===== config.mk =====
export PLATFORM = sky130hd
export DESIGN_NAME = sync_serial_rx
export DESIGN_NICKNAME = d
export VERILOG_FILES = /design/src/rtl/sync_rx_pkg.sv /design/src/rtl/srx_clk_gen.sv /design/src/rtl/srx_shifter.sv /design/src/rtl/srx_flags.sv /design/src/rtl/sync_serial_rx.sv
export SDC_FILE = /design/constraint.sdc
export NUM_CORES = 1
export LEC_CHECK = 0
export ABC_AREA = 1
export BUFFER_PORTS_ARGS = -buffer_cell sky130_fd_sc_hd__buf_2
export CAP_MARGIN = 15
export CORE_MARGIN = 5
export CORE_UTILIZATION = 45
export CTS_CLUSTER_DIAMETER = 30
export CTS_CLUSTER_SIZE = 12
export DETAILED_ROUTE_END_ITERATION = 10
export GPL_ROUTABILITY_DRIVEN = 0
export GPL_TIMING_DRIVEN = 1
export PLACE_DENSITY = 0.68
export SLEW_MARGIN = 20
export SYNTH_ARGS = -nofsm -noshare
export SYNTH_HDL_FRONTEND = slang
export SYNTH_SLANG_ARGS = --single-unit

===== constraint.sdc =====
create_clock -name clk_i -period 2.4 [get_ports clk_i]
set_input_delay 0.12 -clock clk_i [delete_from_list [all_inputs] [get_ports clk_i]]
set_output_delay 0.12 -clock clk_i [all_outputs]
set_load 0.01 [all_outputs]

===== src/rtl/sync_rx_pkg.sv =====
package sync_rx_pkg;
  localparam logic ADDR_DATA = 1'b0;
  localparam logic ADDR_STAT = 1'b1;
  localparam int ST_FULL = 0;
  localparam int ST_OVR  = 1;
  localparam int ST_FER  = 2;
  localparam int ST_PER  = 3;
endpackage


===== src/rtl/srx_clk_gen.sv =====
module srx_clk_gen #(
  parameter int DIV_HALF    = 4,
  parameter int SYNC_STAGES = 2
) (
  input  logic clk_i,
  input  logic rst_ni,
  input  logic run_i,
  input  logic ext_sel_i,
  input  logic sck_ext_i,
  input  logic sdata_i,
  output logic sck_o,
  output logic rise_o,
  output logic sdata_o
);
  localparam int DW = (DIV_HALF > 1) ? $clog2(DIV_HALF) : 1;
  localparam logic [DW-1:0] DLAST = DW'(DIV_HALF - 1);

  logic [SYNC_STAGES-1:0] ck_sync_q, d_sync_q;
  logic ck_prev_q;

  always_ff @(posedge clk_i or negedge rst_ni) begin
    if (!rst_ni) begin
      ck_sync_q[0] <= 1'b1;
      d_sync_q[0]  <= 1'b0;
    end else begin
      ck_sync_q[0] <= sck_ext_i;
      d_sync_q[0]  <= sdata_i;
    end
  end

  for (genvar i = 1; i < SYNC_STAGES; i++) begin : g_sync
    always_ff @(posedge clk_i or negedge rst_ni) begin
      if (!rst_ni) begin
        ck_sync_q[i] <= 1'b1;
        d_sync_q[i]  <= 1'b0;
      end else begin
        ck_sync_q[i] <= ck_sync_q[i-1];
        d_sync_q[i]  <= d_sync_q[i-1];
      end
    end
  end

  always_ff @(posedge clk_i or negedge rst_ni) begin
    if (!rst_ni) ck_prev_q <= 1'b1;
    else         ck_prev_q <= ck_sync_q[SYNC_STAGES-1];
  end

  logic ext_rise;
  assign ext_rise = ck_sync_q[SYNC_STAGES-1] & ~ck_prev_q;

  // internal divider: idle high, toggles every DIV_HALF cycles while running
  logic [DW-1:0] div_q;
  logic sck_q, div_wrap;
  assign div_wrap = (div_q == DLAST);

  always_ff @(posedge clk_i or negedge rst_ni) begin
    if (!rst_ni) begin
      div_q <= '0;
      sck_q <= 1'b1;
    end else if (!run_i || ext_sel_i) begin
      div_q <= '0;
      sck_q <= 1'b1;
    end else if (div_wrap) begin
      div_q <= '0;
      sck_q <= ~sck_q;
    end else begin
      div_q <= div_q + 1'b1;
    end
  end

  logic int_rise;
  assign int_rise = run_i & ~ext_sel_i & div_wrap & ~sck_q;

  assign rise_o  = ext_sel_i ? ext_rise : int_rise;
  assign sck_o   = sck_q;
  assign sdata_o = d_sync_q[SYNC_STAGES-1];

  p_int_idle_high_r8: assert property (@(posedge clk_i) disable iff (!rst_ni)
    !run_i |=> sck_q);
endmodule


===== src/rtl/srx_shifter.sv =====
module srx_shifter #(
  parameter int DATA_W = 8
) (
  input  logic              clk_i,
  input  logic              rst_ni,
  input  logic              run_i,
  input  logic              rise_i,
  input  logic              sdata_i,
  output logic              frame_done_o,
  output logic [DATA_W-1:0] frame_data_o
);
  localparam int CW = $clog2(DATA_W);
  localparam logic [CW-1:0] LAST = CW'(DATA_W - 1);

  logic [CW-1:0]     cnt_q;
  logic [DATA_W-1:0] sreg_q;
  logic              take;

  assign take         = run_i & rise_i;
  assign frame_done_o = take & (cnt_q == LAST);
  // LSB first: new bit enters at the top and moves down
  assign frame_data_o = {sdata_i, sreg_q[DATA_W-1:1]};

  always_ff @(posedge clk_i or negedge rst_ni) begin
    if (!rst_ni) begin
      cnt_q  <= '0;
      sreg_q <= '0;
    end else if (!run_i) begin
      cnt_q <= '0;
    end else if (take) begin
      sreg_q <= frame_data_o;
      cnt_q  <= (cnt_q == LAST) ? '0 : cnt_q + 1'b1;
    end
  end

  p_idle_clears_cnt_r8: assert property (@(posedge clk_i) disable iff (!rst_ni)
    !run_i |=> cnt_q == '0);
  p_done_single_r1: assert property (@(posedge clk_i) disable iff (!rst_ni)
    frame_done_o |=> !frame_done_o);
endmodule


===== src/rtl/srx_flags.sv =====
module srx_flags #(
  parameter int DATA_W = 8
) (
  input  logic              clk_i,
  input  logic              rst_ni,
  input  logic              frame_done_i,
  input  logic [DATA_W-1:0] frame_data_i,
  input  logic              stat_wr_i,
  input  logic              wr_full_i,
  input  logic              wr_ovr_i,
  output logic [DATA_W-1:0] data_o,
  output logic              full_o,
  output logic              ovr_o,
  output logic              lock_o
);
  logic [DATA_W-1:0] data_q;
  logic full_q, ovr_q, lock_q;
  logic full_kept, ovr_kept, set_ovr, load;
  logic full_n, ovr_n;

  // software clear applies before the frame-end decision
  assign full_kept = full_q & ~(stat_wr_i & ~wr_full_i);
  assign ovr_kept  = ovr_q  & ~(stat_wr_i & ~wr_ovr_i);
  assign load      = frame_done_i & ~full_kept;
  assign set_ovr   = frame_done_i &  full_kept;
  assign full_n    = full_kept | load;
  assign ovr_n     = ovr_kept  | set_ovr;

  always_ff @(posedge clk_i or negedge rst_ni) begin
    if (!rst_ni) begin
      data_q <= '0;
      full_q <= 1'b0;
      ovr_q  <= 1'b0;
      lock_q <= 1'b0;
    end else begin
      if (load) data_q <= frame_data_i;
      full_q <= full_n;
      ovr_q  <= ovr_n;
      lock_q <= set_ovr | (lock_q & (ovr_n | full_n));
    end
  end

  assign data_o = data_q;
  assign full_o = full_q;
  assign ovr_o  = ovr_q;
  assign lock_o = lock_q;

  p_load_sets_full_r2: assert property (@(posedge clk_i) disable iff (!rst_ni)
    (data_q != $past(data_q)) |-> full_q);
  p_ovr_holds_data_r3: assert property (@(posedge clk_i) disable iff (!rst_ni)
    $rose(ovr_q) |-> (data_q == $past(data_q)) && full_q);
  p_ovr_locks_r5: assert property (@(posedge clk_i) disable iff (!rst_ni)
    ovr_q |-> lock_q);
endmodule


===== src/rtl/sync_serial_rx.sv =====
module sync_serial_rx
  import sync_rx_pkg::*;
#(
  parameter int DATA_W      = 8,
  parameter int DIV_HALF    = 4,
  parameter int SYNC_STAGES = 2
) (
  input  logic              clk_i,
  input  logic              rst_ni,
  input  logic              rx_en_i,
  input  logic              ie_i,
  input  logic              ext_clk_sel_i,
  input  logic              sck_ext_i,
  input  logic              sdata_i,
  output logic              sck_o,
  input  logic              reg_addr_i,
  input  logic              reg_wr_i,
  input  logic [DATA_W-1:0] reg_wdata_i,
  output logic [DATA_W-1:0] reg_rdata_o,
  output logic              rxi_o,
  output logic              eri_o
);
  logic run, rise, sdata_s, frame_done, full, ovr, lock, stat_wr;
  logic [DATA_W-1:0] frame_data, data;
  logic unused_wdata;

  assign run          = rx_en_i & ~lock;
  assign stat_wr      = reg_wr_i & (reg_addr_i == ADDR_STAT);
  assign unused_wdata = ^reg_wdata_i[DATA_W-1:2];

  srx_clk_gen #(.DIV_HALF(DIV_HALF), .SYNC_STAGES(SYNC_STAGES)) u_clk (
    .clk_i, .rst_ni, .run_i(run), .ext_sel_i(ext_clk_sel_i),
    .sck_ext_i, .sdata_i, .sck_o, .rise_o(rise), .sdata_o(sdata_s)
  );

  srx_shifter #(.DATA_W(DATA_W)) u_shift (
    .clk_i, .rst_ni, .run_i(run), .rise_i(rise), .sdata_i(sdata_s),
    .frame_done_o(frame_done), .frame_data_o(frame_data)
  );

  srx_flags #(.DATA_W(DATA_W)) u_flags (
    .clk_i, .rst_ni, .frame_done_i(frame_done), .frame_data_i(frame_data),
    .stat_wr_i(stat_wr), .wr_full_i(reg_wdata_i[ST_FULL]),
    .wr_ovr_i(reg_wdata_i[ST_OVR]),
    .data_o(data), .full_o(full), .ovr_o(ovr), .lock_o(lock)
  );

  // framing and parity never set in synchronous mode
  always_comb begin
    reg_rdata_o = '0;
    if (reg_addr_i == ADDR_DATA) begin
      reg_rdata_o = data;
    end else begin
      reg_rdata_o[ST_FULL] = full;
      reg_rdata_o[ST_OVR]  = ovr;
      reg_rdata_o[ST_FER]  = 1'b0;
      reg_rdata_o[ST_PER]  = 1'b0;
    end
  end

  assign rxi_o = ie_i & full;
  assign eri_o = ie_i & ovr;

  p_locked_no_load_r5: assert property (@(posedge clk_i) disable iff (!rst_ni)
    lock |=> $stable(data));
endmodule


==> reports/metrics.cfg, run 1 <==
[power]
power_density_nw_per_um2 = 617
p_int_uw = 713
swShare_pct = 23.4
p_switching_uw = 218
pwr-share-comb_pct = 8.3
power_uw = 931
seqPwrFrac_pct = 56.8
power.leakage_uw = 0.000817
clkPwrFrac_pct = 34.8
ir_drop_v = 0.000573

[clock_tree]
clk_pin_slew_ns = 0.08
cts_setup_buffers = 0
cts_tree = yes
clock-root-buffer = clkbuf_4
cts_buffer_depth = 2
htree_num_levels = 2
clk_latency_ns = 0.32
cts.sinks = 29
cts_buffers = 5

[critical_path]
crit_end = u_flags.data_o[4]
worst_r2r_startpoint = u_clk.div_q[0]
worstSetupStartpointType = register
crit_required_ns = 2.61
path_max_fanout = 16
critical_path_class = register to register
cp-end-kind = register
cp-startpoint = u_clk.div_q[0]
r2r-end = u_flags.data_o[4]
crit_family = simple AND/OR/NAND/NOR gates
crit_chain = ha_1, inv_1, nor2_1, nand3_2, nand2_2, nand4_4, nand2_1, o21ai_2
cp_slowest_stage_delay_ns = 0.36
worst_ep_arrival_time_ns = 1.77
cp.depth = 8
rrSetupSlack_ns = 0.83
critPathBufInv = 1
slowest_stage = dfrtp_1
ff2ff_path_depth = 8

[floorplanning]
coreArea_um2 = 2760
die_x_um = 63.5
die_h_um = 63.5
rows = 19
num_io_pins = 28
die_area_um2 = 4040
start_util_pct = 46.8

[sta]
slew_headroom_pct = 59.4
tightest_slew_ns = 0.609
clock.fmax_mhz = 638
rsz0062_at_grt = no
fin_crit_sh_pct = 65.4
finalClockSkew_ns = 0.00396
whs_ns = 0.0608
setup_tns_ns = 0
period_needed_ns = 1.57
finalMaxSlewViolations = 0
final_hold_viol_count = 0
finalSetupViolCount = 0

[place]
io_buffers = 21
place_hpwl_mm = 1.50

[detailed_routing]
vias_per_cell = 4.61
drtIter0Drc = 37
drc = 0
routed_wl_mm = 2.07
firstDrtPassIters = 4
ant_nets = 0
avgRoutedWirePerCell_um = 10.5
routed-via-count = 909

[outcome]
outcome = complete, no violations

[cells_and_area]
fill_cells = 259
diodes = 0
final_nets = 185
drive_gt1_share_pct = 30.7
syn2layout_area_growth_pct = 17.1

[global_route]
gr-max-usage-layer = met2
grt_use_total_pct = 12.3
grt_pass1_vias = 897
grt_pass1_wl_mm = 3.83
grtUsageMet3_pct = 4.97
met2_usage_pct = 19.0
met1_usage_pct = 13.9
antenna_found_initial = 0
grt_overflow_total = 0
grt_max_degree = 30

[synthesis]
syn-instance-count = 137
synth_simple_gate_area_share_pct = 20.3
synth_edf_count = 0
yosys.area.top_type = dfrtp_1
synth_async_sr_flop_share_pct = 100
seq_area_frac_synth_pct = 56.6
ys_seq_elements = 29
synthFlopType = dfrtp_1
synth_compound_area_share_pct = 9.60
synth_warnings = 0
muxShareOfSynthArea_pct = 0.873
syn_nets = 157
synth_xor_area_share_pct = 0
synth_top_family_by_area = simple AND/OR/NAND/NOR gates
netlist_top_cells_count = nand2_1, dfrtp_1, inv_1, nor2_1, o21ai_2
yosysTopAreaCellShare_pct = 48.5
syn_area_um2 = 1290
synth_area_leaders = dfrtp_1, nand2_1, dfstp_2
yosysMostFrequentCell = nand2_1
avgSynthCellArea_um2 = 9.42
synthAdderAreaFrac_pct = 2.91
ys_types = 24

[flow_run]
cap_violations = 0

[worst_hold_path]
hp-class = input pin to register

routing by layer:
layer	vias to the layer above	routed length (um)
li1	473	-
met4	0	51
met2	18	961
met3	6	134
met1	412	927
met5	-	0
repair_timing:
action,in CTS,in global routing
endpoints found under the hold margin,27,0
hold buffers,3,0
gates resized for setup,0,0
area by class of cell:
type / instances / area [um2] / share of cell area (%)
clock buffers: 7 / 65.1 / 4.31
clock inverters: 1 / 5.00 / 0.331
inverters: 27 / 101 / 6.71
multi-input cells: 78 / 434 / 28.7
flip-flops and latches: 29 / 731 / 48.4
well taps: 31 / 38.8 / 2.57
repair buffers: 24 / 135 / 8.95
power groups by stage:
stage                     registers [uW]  clock network [uW]  logic (uW)
after floorplan                      536                   0        49.4
after global placement               538                   0        73.1
after detailed placement             539                   0        75.8
after CTS                            530                 342        79.7
after global routing                 533                 366        92.9
final                                529                 324        77.4
logic make-up (layout without fill, tap and decap cells):
kind of cell | Yosys count | in the layout
AND/OR/NAND/NOR | 56 | 56
buffers and inverters | 30 | 59
flip-flops | 29 | 29
AO/OA/AOI/OAI | 18 | 18
adder cells (fa/ha/maj) | 3 | 3
multiplexers | 1 | 1
how the worst min path moves through the flow:
stage                        from           endpoint  slack, ns  cells after the start
finish              ext_clk_sel_i        u_clk.sck_o       0.06                      3
global route        ext_clk_sel_i        u_clk.sck_o       0.04                      3
CTS                 ext_clk_sel_i        u_clk.sck_o       0.04                      3
detailed placement         rst_ni     u_clk.div_q[1]       0.18                      1
global placement           rst_ni     u_clk.div_q[1]       0.17                      1
floorplan                  rst_ni  u_clk.d_sync_q[0]      -0.18                      0
worst min-delay path, stage by stage:
cell      delay [ns]
buf_2           0.09
nor2_1          0.06
nand3b_1        0.08
state kept, by name (all words and copies together) (netlist names):
| signal | cells |
|---|---|
| u_shift.sreg_q | 7 |
| u_flags.data_o | 8 |
| u_flags.lock_o | 1 |
| u_flags.full_o | 1 |
| u_clk.sdata_o | 1 |
| u_clk.div_q | 2 |
| u_shift.cnt_q | 3 |
| u_clk.d_sync_q | 1 |
| u_clk.ck_sync_q | 2 |
| u_clk.sck_o | 1 |
| u_flags.ovr_o | 1 |
| u_clk.ck_prev_q | 1 |
placed cells by master, fill, tap and decap left out:
master / count
nand2_1: 31
inv_1: 25
dfrtp_1: 25
buf_2: 21
nor2_1: 13
o21ai_2: 9
o21ai_1: 7
clkbuf_4: 5
nand2_2: 4
dfstp_2: 4
ha_1: 3
dlygate4sd3_1: 3
nand3_1: 2
clkbuf_8: 2
a21oi_1: 1
nor2_4: 1
nor3_1: 1
inv_2: 1
nand3_2: 1
nand4_1: 1
o21ai_0: 1
mux2_2: 1
nand3b_1: 1
clkinv_1: 1
nand4_4: 1
clkinv_2: 1
stage by stage:
stage	std cells	utilization (%)	instance area [um2]	worst slack (ns)
3_5_place_dp	186	51.1	1410	0.817
2_1_floorplan	137	-	1290	1.03
4_1_cts	197	54.8	1510	0.807
5_1_grt	197	54.8	1510	0.639
6_report	197	54.8	1510	0.832
3_3_place_gp	186	51.1	1410	0.885
Power figures use the tool's default switching activity.
==> inputs of run 2 (changes only) <==
--- a/config.mk
+++ b/config.mk
@@ -15,7 +15,7 @@
 export DETAILED_ROUTE_END_ITERATION = 10
 export GPL_ROUTABILITY_DRIVEN = 0
 export GPL_TIMING_DRIVEN = 1
-export PLACE_DENSITY = 0.68
+export PLACE_DENSITY = 0.71
 export SLEW_MARGIN = 20
 export SYNTH_ARGS = -nofsm -noshare
 export SYNTH_HDL_FRONTEND = slang
==> constraint.sdc (replaced) <==
create_clock -name clk_i -period 1.3 [get_ports clk_i]
set_input_delay 0.065 -clock clk_i [delete_from_list [all_inputs] [get_ports clk_i]]
set_output_delay 0.065 -clock clk_i [all_outputs]
set_load 0.01 [all_outputs]
==> run 2 against run 1 <==
Against the previous run: the run now ends with setup timing left; first-iteration DRC count decreased by 38%; sequential share of layout area decreased by 4.8 points; hold slack improved by 0.0056 ns; routed wire length increased by 23%; clock skew increased by 0.014 ns; flip-flop and latch count unchanged; critical endpoint is now u_shift.sreg_q[4]; largest power group unchanged.
==> reports/metrics.cfg, run 2 (synthesis results as in run 1) <==
[worst_hold_path]
whs_path_depth = 3  ; unchanged
min_to = u_flags.full_o
hp-class = input pin to register
hp-start = reg_wdata_i[0]

[cells_and_area]
drive_gt1_share_pct = 45.5  ; +15 points
final_nets = 197  ; +6.5%
final_core_util_pct = 60.8  ; +6.1 points
stdcell_count = 209  ; +6.1%
largest_reg_flops = 8  ; unchanged
layout_commonest_cell = dfrtp_1
layout_common_cells = dfrtp_1, inv_1, buf_2
syn2layout_area_growth_pct = 30.1
diodes = 0  ; unchanged

[power]
power_density_nw_per_um2 = 996  ; +62%
power_uw = 1670  ; +80%
ir_drop_v = 0.000697  ; +22%
power.leakage_uw = 0.000890  ; +9.0%

[floorplanning]
die_area_um2 = 4040  ; unchanged
rows = 19  ; unchanged
num_io_pins = 28  ; unchanged
die_x_um = 63.5  ; unchanged
start_util_pct = 46.8  ; unchanged
coreArea_um2 = 2760  ; unchanged
die_h_um = 63.5  ; unchanged

[clock_tree]
htree_num_levels = 2  ; unchanged
cts_tree = yes
clk_latency_ns = 0.33  ; about the same
clock-root-buffer = clkbuf_4
cts.sinks = 29  ; unchanged
cts_buffers = 5  ; unchanged
cts_buffer_depth = 2  ; unchanged
clk_pin_slew_ns = 0.09  ; about the same

[outcome]
outcome = complete, but fails checks
violations = setup timing

[detailed_routing]
vias_per_cell = 4.82  ; +4.5%
drc = 0  ; unchanged
drtIter0Drc = 23  ; -38%
routed-via-count = 1008  ; +11%
routed_wl_mm = 2.56  ; +23%
ant_nets = 0  ; unchanged
avgRoutedWirePerCell_um = 12.2  ; +16%
firstDrtPassIters = 4  ; unchanged

[global_route]
grt_pass1_wl_mm = 4.37  ; +14%
grt_max_degree = 30  ; unchanged
grt_overflow_total = 0  ; unchanged
antenna_found_initial = 0  ; unchanged
grt_pass1_vias = 1031  ; +15%
grt_use_total_pct = 14.0  ; +1.7 points

[place]
dp.cells = 193  ; +3.8%
io_buffers = 21  ; unchanged
place_hpwl_mm = 1.71  ; +14%

[sta]
finalMaxSlewViolations = 0  ; unchanged
finalClockSkew_ns = 0.0183  ; +0.0144 ns
period_needed_ns = 1.43  ; -0.139 ns
finalSetupViolCount = 20  ; +20
slew_headroom_pct = 58.7  ; -0.73 points
clock.fmax_mhz = 700  ; +9.8%
finalWorstSetupSlack_ns = -0.129  ; -0.961 ns
rsz0062_at_grt = yes
tightest_slew_ns = 0.620  ; +0.0109 ns
fin_crit_sh_pct = 110  ; +45 points
final_hold_viol_count = 0  ; unchanged
setup_tns_ns = -1.63  ; -1.63 ns

[critical_path]
slowest_stage = dfrtp_1
cp-end-kind = register
worstSetupStartpointType = register
cp_slowest_stage_delay_ns = 0.38  ; +0.02 ns
path_max_fanout = 8  ; -8
crit_required_ns = 1.52  ; -1.09 ns
r2r-end = u_shift.sreg_q[4]
ff2ff_path_depth = 10  ; +2
worst_r2r_startpoint = u_clk.div_q[0]
crit_family = simple AND/OR/NAND/NOR gates
worst_ep_arrival_time_ns = 1.65  ; -0.12 ns
crit_chain = ha_2, inv_2, nor2_4, nand3_2, nand2_4, buf_6, nand2_4, buf_6, nand2_2, o21ai_2
critPathBufInv = 3  ; +2
critical_path_class = register to register
rrSetupSlack_ns = -0.13  ; -0.96 ns

[flow_run]
cap_violations = 0  ; unchanged

## run 2: cell types whose count changed in the layout (fill, tap and decap cells not counted), sizes merged
cell / change
inv: +1
dlygate4sd3: +1
clkinv: -1
buf: +11
## run 2: how the worst max path moves through the flow
stage / from / to / slack, ns / cells after the start
3_3_place_gp: u_clk.div_q[0] / u_shift.sreg_q[3] / -0.06 / 10
4_1_cts: u_clk.div_q[0] / u_shift.sreg_q[1] / -0.11 / 10
2_1_floorplan: u_clk.div_q[0] / u_flags.data_o[7] / -0.03 / 9
5_1_grt: u_clk.div_q[0] / u_flags.lock_o / -0.19 / 10
3_5_place_dp: u_clk.div_q[0] / u_shift.sreg_q[4] / -0.16 / 10
6_report: u_clk.div_q[0] / u_shift.sreg_q[4] / -0.13 / 10
## run 2: power breakdown
part           total (uW)  switching, uW  internal, uW
Combinational         191            117          74.7
Clock                 495            285           210
Sequential            985           30.4           954
Total                1670            432          1240
## run 2: final cells by class
| type | count | area [um2] |
|---|---|---|
| Timing Repair Buffer | 36 | 255 |
| Fill cell | 239 | 1080 |
| Inverter | 27 | 101 |
| Clock inverter | 1 | 5.00 |
| Multi-Input combinational cell | 78 | 502 |
| Tap cell | 31 | 38.8 |
| Clock buffer | 7 | 45.0 |
| Sequential cell | 29 | 731 |
## run 2: worst min-delay path, cell delays in order
cell and delay, ns:
buf_2 0.09, o21ai_2 0.10, nand2_1 0.09
## run 2: routing by layer
layer	global-route usage [%]	up-vias	share of wire, %
met3	4.44	5	5.5
li1	-	502	-
met5	0	-	0
met4	7.79	0	2.1
met2	23.5	18	50
met1	15.4	483	42
## run 2: repair_timing
action                                  in CTS  in global routing
pin swaps                                    4                  5
gates resized for setup                     18                  8
buffers inserted                             2                  2
hold buffers                                 4                  0
endpoints found under the setup margin      18                 22
hold endpoints to repair                    28                  0
## run 2: per-stage QoR
step	setup slack (ns)	area [um2]	hold WS [ns]
3_5_place_dp	-0.156	1480	0.123
3_3_place_gp	-0.0638	1480	0.110
2_1_floorplan	-0.0329	1300	-0.231
4_1_cts	-0.111	1640	0.0447
6_report	-0.129	1680	0.0664
5_1_grt	-0.192	1680	0.0658
